`src/rtl/spi_emu_pkg.sv`:
```
package spi_emu_pkg;

  // One-cycle events from the clock generator: sclk falls / rises at the next edge
  typedef struct packed {
    logic fall;
    logic rise;
  } sclk_evt_t;

  // Serial clock period in system clocks for a given divider setting
  function automatic int unsigned sclk_period(input int unsigned div);
    return 2 * (div + 1);
  endfunction

  // Number of system clocks sclk holds each level
  function automatic int unsigned sclk_half(input int unsigned div);
    return sclk_period(div) / 2;
  endfunction

endpackage

```
`src/rtl/spi_emu_sclk_gen.sv`:
```
module spi_emu_sclk_gen #(
  parameter int DIV_W = 8
) (
  input  logic                   clk,
  input  logic                   rst_n,
  input  logic                   en,
  input  logic [DIV_W-1:0]       div,
  output logic                   sclk,
  output spi_emu_pkg::sclk_evt_t evt
);
  logic [DIV_W-1:0] cnt;
  logic             wrap;

  // terminal count of the half period; >= keeps a live divider change safe
  assign wrap     = en && (cnt >= div);
  assign evt.fall = wrap && sclk;
  assign evt.rise = wrap && !sclk;

  always_ff @(posedge clk) begin
    if (!rst_n || !en) begin
      cnt  <= '0;
      sclk <= 1'b1;
    end else if (wrap) begin
      cnt  <= '0;
      sclk <= ~sclk;
    end else begin
      cnt  <= cnt + 1'b1;
    end
  end

  a_r1_events_exclusive: assert property (@(posedge clk) disable iff (!rst_n)
    !(evt.fall && evt.rise));

endmodule

```
`src/rtl/spi_emu_tx.sv`:
```
module spi_emu_tx #(
  parameter int WORD_W = 8
) (
  input  logic                   clk,
  input  logic                   rst_n,
  input  logic                   en,
  input  spi_emu_pkg::sclk_evt_t evt,
  input  logic [WORD_W-1:0]      tx_data,
  input  logic                   tx_valid,
  output logic                   tx_ready,
  output logic                   mosi,
  output logic                   active,
  output logic                   last_bit
);
  localparam int CNT_W = (WORD_W > 1) ? $clog2(WORD_W) : 1;
  localparam logic [CNT_W-1:0] LAST_IDX = CNT_W'(WORD_W - 1);

  logic [WORD_W-1:0] shreg;
  logic [CNT_W-1:0]  bit_idx;
  logic              take;

  assign last_bit = active && (bit_idx == LAST_IDX);
  assign tx_ready = en && evt.fall && (!active || last_bit);
  assign take     = tx_ready && tx_valid;

  always_ff @(posedge clk) begin
    if (!rst_n || !en) begin
      shreg   <= '0;
      bit_idx <= '0;
      active  <= 1'b0;
      mosi    <= 1'b0;
    end else if (evt.fall) begin
      if (take) begin
        mosi    <= tx_data[WORD_W-1];
        shreg   <= {tx_data[WORD_W-2:0], 1'b0};
        bit_idx <= '0;
        active  <= 1'b1;
      end else if (!active || last_bit) begin
        mosi    <= 1'b0;
        bit_idx <= '0;
        active  <= 1'b0;
      end else begin
        mosi    <= shreg[WORD_W-1];
        shreg   <= {shreg[WORD_W-2:0], 1'b0};
        bit_idx <= bit_idx + 1'b1;
      end
    end
  end

  a_r7_take_only_on_fall: assert property (@(posedge clk) disable iff (!rst_n)
    take |=> active);

endmodule

```
`src/rtl/spi_emu_rx.sv`:
```
module spi_emu_rx #(
  parameter int WORD_W = 8
) (
  input  logic                   clk,
  input  logic                   rst_n,
  input  logic                   en,
  input  spi_emu_pkg::sclk_evt_t evt,
  input  logic                   active,
  input  logic                   last_bit,
  input  logic                   miso,
  output logic [WORD_W-1:0]      rx_data,
  output logic                   rx_valid
);
  logic [WORD_W-1:0] shreg;
  logic [WORD_W-1:0] next_word;
  logic              capture;

  assign capture   = evt.rise && active;
  assign next_word = {shreg[WORD_W-2:0], miso};

  always_ff @(posedge clk) begin
    if (!rst_n || !en) begin
      shreg    <= '0;
      rx_data  <= '0;
      rx_valid <= 1'b0;
    end else begin
      rx_valid <= 1'b0;
      if (capture) begin
        shreg <= next_word;
        if (last_bit) begin
          rx_data  <= next_word;
          rx_valid <= 1'b1;
        end
      end
    end
  end

  a_r9_pulse_follows_last: assert property (@(posedge clk) disable iff (!rst_n)
    rx_valid |-> $past(capture && last_bit));

endmodule

```
`src/rtl/spi_emu_master.sv`:
```
module spi_emu_master #(
  parameter int WORD_W = 8,
  parameter int DIV_W  = 8
) (
  input  logic              clk,
  input  logic              rst_n,
  input  logic              enable,
  input  logic [DIV_W-1:0]  clk_div,
  input  logic [WORD_W-1:0] tx_data,
  input  logic              tx_valid,
  output logic              tx_ready,
  output logic [WORD_W-1:0] rx_data,
  output logic              rx_valid,
  output logic              sclk,
  output logic              fs_n,
  output logic              mosi,
  input  logic              miso
);
  spi_emu_pkg::sclk_evt_t evt;
  logic active;
  logic last_bit;

  spi_emu_sclk_gen #(.DIV_W(DIV_W)) u_clk (
    .clk(clk), .rst_n(rst_n), .en(enable), .div(clk_div),
    .sclk(sclk), .evt(evt)
  );

  spi_emu_tx #(.WORD_W(WORD_W)) u_tx (
    .clk(clk), .rst_n(rst_n), .en(enable), .evt(evt),
    .tx_data(tx_data), .tx_valid(tx_valid), .tx_ready(tx_ready),
    .mosi(mosi), .active(active), .last_bit(last_bit)
  );

  spi_emu_rx #(.WORD_W(WORD_W)) u_rx (
    .clk(clk), .rst_n(rst_n), .en(enable), .evt(evt),
    .active(active), .last_bit(last_bit), .miso(miso),
    .rx_data(rx_data), .rx_valid(rx_valid)
  );

  assign fs_n = ~active;

  a_r2_idle_when_off: assert property (@(posedge clk) disable iff (!rst_n)
    !enable |=> (sclk && fs_n && !mosi && !rx_valid));

  a_r3_fs_fall_with_sclk: assert property (@(posedge clk) disable iff (!rst_n)
    $fell(fs_n) |-> $fell(sclk));

  a_r4_mosi_moves_on_fall: assert property (@(posedge clk) disable iff (!rst_n)
    (enable && $past(enable) && (mosi != $past(mosi))) |-> $fell(sclk));

  a_r5_fs_rise_on_fall: assert property (@(posedge clk) disable iff (!rst_n)
    (enable && $past(enable) && $rose(fs_n)) |-> $fell(sclk));

  a_r7_ready_before_fall: assert property (@(posedge clk) disable iff (!rst_n)
    tx_ready |-> sclk);

  a_r9_rx_after_rise: assert property (@(posedge clk) disable iff (!rst_n)
    rx_valid |-> ($rose(sclk) && !fs_n));

  a_r9_single_pulse: assert property (@(posedge clk) disable iff (!rst_n)
    rx_valid |=> !rx_valid);

endmodule

```
`config.mk`:
```
export PLATFORM = sky130hd
export DESIGN_NAME = spi_emu_master
export DESIGN_NICKNAME = d
export VERILOG_FILES = /design/src/rtl/spi_emu_pkg.sv /design/src/rtl/spi_emu_sclk_gen.sv /design/src/rtl/spi_emu_tx.sv /design/src/rtl/spi_emu_rx.sv /design/src/rtl/spi_emu_master.sv
export SDC_FILE = /design/constraint.sdc
export NUM_CORES = 1
export LEC_CHECK = 0
export ABC_AREA = 1
export BUFFER_PORTS_ARGS = -buffer_cell sky130_fd_sc_hd__buf_2
export CAP_MARGIN = 20
export CORE_MARGIN = 3
export CORE_UTILIZATION = 40
export CTS_CLUSTER_SIZE = 28
export DETAILED_ROUTE_END_ITERATION = 8
export PLACE_DENSITY = 0.73
export SETUP_SLACK_MARGIN = 0.15
export SYNTH_ARGS = -nofsm -noshare
export SYNTH_HDL_FRONTEND = slang
export SYNTH_SLANG_ARGS = --single-unit
```
`constraint.sdc`:
```
create_clock -name clk -period 2.4 [get_ports clk]
set_clock_uncertainty 0.05 [all_clocks]
set_input_delay 0.12 -clock clk [delete_from_list [all_inputs] [get_ports clk]]
set_output_delay 0.12 -clock clk [all_outputs]
set_load 0.01 [all_outputs]
```
After elaboration in Yosys (flattened, before gate mapping)
Cells that the tools add are included.
- add/sub/neg operators: 2
- magnitude comparators: 1
- eq/ne operators: 2
- multiplexer cells: 9
- bitwise logic cells: 3
- reduce and logical (&&, ||, !) cells: 20
- operator list (kind ; number):
    2-to-1 mux 8 bit ; 2
    adder 8 x 1 -> 8 bit (second input constant) ; 1
    >= comparator 8 bit ; 1
    logical AND 1 bit ; 8
    2-to-1 mux 3 bit ; 2
    AND reduction 2 bit ; 3
    2-to-1 mux 1 bit ; 5
    logical NOT 1 bit ; 4
    OR reduction 2 bit ; 2
    adder 3 x 1 -> 3 bit (second input constant) ; 1
    == test 3 bit (second input constant) ; 1
    inverter 1 bit ; 3
    logical OR 1 bit ; 2
    inequality test 2 x 1 -> 1 bit (second input constant) ; 1
    nonzero test 2 bit ; 1
- register bits after elaboration: 38
- bits of input ports: 21
- output and inout port bits: 13
- logic and storage cells: 46

Depth between registers and ports, before layout
- depth after elaboration: 8
- depth in mapped cells: 16
- gate-level depth less buffers: 16

Hierarchy
A second synthesis with hierarchy kept.
- cells, all modules: 248
- area total of the unflattened synthesis: 1871.8 um2
- modules (own cells, without submodules) (module ; times used ; cells each ; area an instance (um2) ; sequential area each (um2)):
    spi_emu_tx ; 1 ; 90 ; 668.1 ; 240.2
    spi_emu_rx ; 1 ; 79 ; 603.1 ; 320.3
    spi_emu_sclk_gen ; 1 ; 78 ; 596.8 ; 180.2
    spi_emu_master ; 1 ; 1 ; 3.8 ; 0.0

Least setup slack after synthesis
OpenSTA, ideal clock, no wires.
- path type: register to register
- start: register u_clk.cnt[5]
- end: register u_tx.shreg[6]
- library setup time: 0.109 ns
- arrival: 1.559 ns
- required time: 2.241 ns
- path slack: 0.682 ns
- cell stages (with the launch flop): 13
- buffers on the path: 0
- clock period less this slack: 1.718 ns
- path through: dfxtp_1 ha_1 nand2_1 nor2_4 nand4_2 nand3_4 nand3_4 inv_2 o21ai_4 clkinv_2 nand3_1 nand2_1 inv_1
- word-level cells in the longest chain between the ends: 8
- elaborated cells between the ends (all ways): 9
- those cells by class: order compare: 1; eq/ne: 1; mux: 1; reduce/logical: 6
- RTL lines (element ; line ; source):
    start: declaration ; spi_emu_sclk_gen.sv:11 ; logic [DIV_W-1:0] cnt;
    start signal: assignment ; spi_emu_sclk_gen.sv:27 ; cnt <= cnt + 1'b1;
    >= comparator 8 bit (*) ; spi_emu_sclk_gen.sv:15 ; assign wrap = en && (cnt >= div);
    logical AND 1 bit (*) ; spi_emu_sclk_gen.sv:15 ;
    logical AND 1 bit (*) ; spi_emu_sclk_gen.sv:16 ; assign evt.fall = wrap && sclk;
    logical AND 1 bit (2 in a row) ; spi_emu_tx.sv:23 ; assign tx_ready = en && evt.fall && (!active || last_bit);
    logical AND 1 bit ; spi_emu_tx.sv:24 ; assign take = tx_ready && tx_valid;
    inequality test 2 x 1 -> 1 bit (no source line) ; -- ;
    AND reduction 2 bit (no source line) ; -- ;
    end signal: assignment ; spi_emu_tx.sv:35 ; shreg <= {tx_data[WORD_W-2:0], 1'b0};
    end signal: assignment ; spi_emu_tx.sv:44 ; shreg <= {shreg[WORD_W-2:0], 1'b0};
    end: declaration ; spi_emu_tx.sv:18 ; logic [WORD_W-1:0] shreg;
Mark *: on every way between the ends. The rest lies on a longest branch, timed or not.
A chain may end at the register's enable or synchronous reset.

Worst setup path in the final report
- start: register u_clk.cnt[5]
- end: output port tx_ready
- word-level cells in the longest chain between the ends: 5
- RTL lines (element ; line ; source):
    >= comparator 8 bit ; spi_emu_sclk_gen.sv:15 ;
    logical AND 1 bit ; spi_emu_sclk_gen.sv:15 ;
    logical AND 1 bit ; spi_emu_sclk_gen.sv:16 ;
    logical AND 1 bit (2 in a row) ; spi_emu_tx.sv:23 ;
    end: declaration ; spi_emu_master.sv:11 ; output logic tx_ready,
No other way between the ends.

==> metrics.md <==
| Metric | Value |
|---|---|
| CTS sink count | 37 |
| Hold violation count in the final report | 0 |
| CTS root buffer | clkbuf_8 |
| CP peak stage delay | 0.36 ns |
| Nets | 301 |
| First-pass GRT wire length | 6.00 mm |
| WP buf/inv | 1 |
| Most frequent cells after synthesis | nand2_1, dfxtp_1, inv_1 |
| Crit path time final | 2.06 ns |
| WL per Instance | 10.6 microns |
| Power share of the clock group | 37.7% |
| H-tree depth | 2 |
| CP cell instances | ha_1, nand2_1, nor2_4, nand4_2, nand3_4, nand3_4, nor2_4, buf_2 |
| Crit path max fanout | 8 |
| Pwr/cell area | 516 nW/um^2 |
| IO Port Bufs | 33 |
| CTS Buffer Depth | 2 |
| Number of synthesized flops with an enable pin | 0 |
| Die X | 73.0 microns |
| CP endpoint kind | output pin |
| Antenna Cells | 0 |
| Vias after detailed routing | 1516 |
| Cells after synthesis | 231 |
| Synthesized area | 1800 sq um |
| Status | complete, no violations |
| Slowest CP cell | dfxtp_1 |
| Max_slew headroom | 75.1% |
| CTS Hold Bufs | 0 |
| Delay-heaviest family, CP | simple AND/OR/NAND/NOR gates |
| Total Routed Length | 3.40 mm |
| Layout cell share with drive strength beyond 1 | 21.9% |
| Die extent in y | 73.0 microns |
| Drt drc | 0 |
| Total GRT Usage | 14.3% |
| Startpoint Class | register |
| Drt first pass iters | 4 |
| Clock latency on the worst-skew pair | 0.28 ns |
| Initial antenna violation count | 0 |
| Register bit total from synthesis | 37 |
| Avg Cell Area, Syn | 7.78 sq um |
| Count leader, synth | nand2_1 |
| Die area | 5340 sq um |
| Num rows | 23 |
| Vias per cell | 4.74 |
| Vias in the first global route | 1423 |
| Final Util | 50.6% |
| Initial Util | 43.1% |
| Worst-margin pin slew | 0.373 ns |
| First DRT Iteration DRCs | 30 |
| Post-CTS setup buffer count | 0 |
| Max VDD drop | 0.000324 V |
| IO Count | 34 |
| Synth cell types | 26 |
| Sequential power share | 56.7% |
| Sw power | 0.000249 W |
| Largest net degree at the start of global routing | 18 |
| Power Internal | 0.000840 W |
| YS warnings | 0 |
| Hold Crit Class | in2reg |
| HPWL after DPL | 2.55 mm |
| Sw frac | 22.9% |
| Arrival time at the worst endpoint | 1.89 ns |
| Core area | 4170 sq um |
| Max-Cap Viols | 0 |
| TritonCTS clock tree | built |
| Syn_nets | 263 |
| Critical Path RT | 2.23 ns |
| Dominant cell type by area after synthesis | dfxtp_1 |
| Clock transition at path regs | 0.07 ns |
| Fmax | 0.485 GHz |
| Final TNS setup | 0 ns |
| Setup violators final | 0 |
| RSZ-0062 raised after global routing | false |
| Register area share after synthesis | 41.2% |
| Combinational share of power | 5.6% |
| Slew Viols, Final | 0 |
| Antenna Nets Post-Route | 0 |
| Total CTS buffers | 5 |
| Final Wtd Congestion | 0.823 |
| Ys async rst share | 0% |
| Synth-to-Final Area Change | 17.3% |
| Cts repair resizes | 0 |
| P_leak | 0.981 nW |
| Fin crit share | 85.9% |
| WS Path Type | reg2out |
| Overflow after GRT | 0 |
| Share of the synthesized area in the top cell type | 41.2% |
| Primary FF master, synth | dfxtp_1 |
| Main area contributors after synthesis | dfxtp_1, nand2_1, inv_1, ha_1, a21oi_1 |
==> per-layer routing <==
metal	global-route usage [%]	up-vias	wire length, microns
met1	17.9	665	1640
met5	0	-	0
li1	-	821	-
met3	3.99	4	169
met2	22.5	26	1530
met4	6.97	0	63
==> worst register-to-register path, delay by kind of cell, from the launching register on <==
family / cells / cell delay, ns
AOI/OAI and AO/OA: 2 / 0.25
DFF: 1 / 0.41
adders and majority gates: 1 / 0.27
buffers and inverters: 3 / 0.29
and+or+nand+nor: 6 / 0.62
==> final cells by class <==
class	count	area [sq um]
clock inverter	3	17.5
inverter	39	148
clock buffer	5	68.8
multi-input combinational	151	892
sequential	37	741
fill	405	2060
tap	50	62.6
timing repair buffer	35	180
==> per-stage QoR <==
stage	hold slack [ns]	worst slack [ns]	cell area [sq um]	instances	total power [W]
floorplan	0.189	0.682	1800	231	0.000664
global placement	0.310	0.513	2020	312	0.000692
detailed placement	0.310	0.467	2020	312	0.000693
CTS	0.00326	0.313	2110	320	0.00111
global route	0.0489	0.193	2110	320	0.00114
finish	0.0120	0.338	2110	320	0.00109
==> path summary, 6_finish.rpt <==
check | startpoint | slack (ns) | to | depth (start not counted)
worst max-delay path | u_clk.cnt[5] | 0.34 | tx_ready | 8
worst min-delay path | miso | 0.01 | u_rx.rx_data[0] | 3
worst min register to register | u_rx.rx_data[6] | 0.40 | u_rx.rx_data[6] | 2
worst max register to register | u_clk.cnt[5] | 0.45 | u_tx.shreg[4] | 12
==> cell families after synthesis <==
| logic type | share of synthesized area [%] |
|---|---|
| buffers and inverters | 9.19 |
| and+or+nand+nor | 27.0 |
| DFF | 41.2 |
| adders and majority gates | 7.65 |
| xor gates and xnor gates | 1.95 |
| AOI/OAI and AO/OA | 13.0 |
==> state kept, by name, summed over array words and instances (netlist names) <==
signal         cells
u_tx.active        1
u_rx.rx_data       8
u_tx.bit_idx       3
u_rx.shreg         7
u_tx.mosi          1
u_clk.cnt          8
u_tx.shreg         7
u_rx.rx_valid      1
u_clk.sclk         1
==> power by group through the flow <==
stage / clock (W) / combinational (W) / sequential (W)
floorplan: 0 / 0.0000330 / 0.000631
global placement: 0 / 0.0000605 / 0.000632
detailed placement: 0 / 0.0000614 / 0.000631
CTS: 0.000431 / 0.0000618 / 0.000617
global route: 0.000453 / 0.0000692 / 0.000617
finish: 0.000411 / 0.0000608 / 0.000617
==> cell usage in the layout (no fill, tap or decap), drive strengths merged <==
cell type	n
dfxtp	37
clkinvlp	1
ha	11
a21oi	22
nand3	17
buf	35
o21ai	21
nor3b	2
inv	38
a21o	1
nand4	4
nor2	23
nor3	4
nand2	42
xor2	4
clkbuf	5
clkinv	3
(Power assumes the default switching activity.)
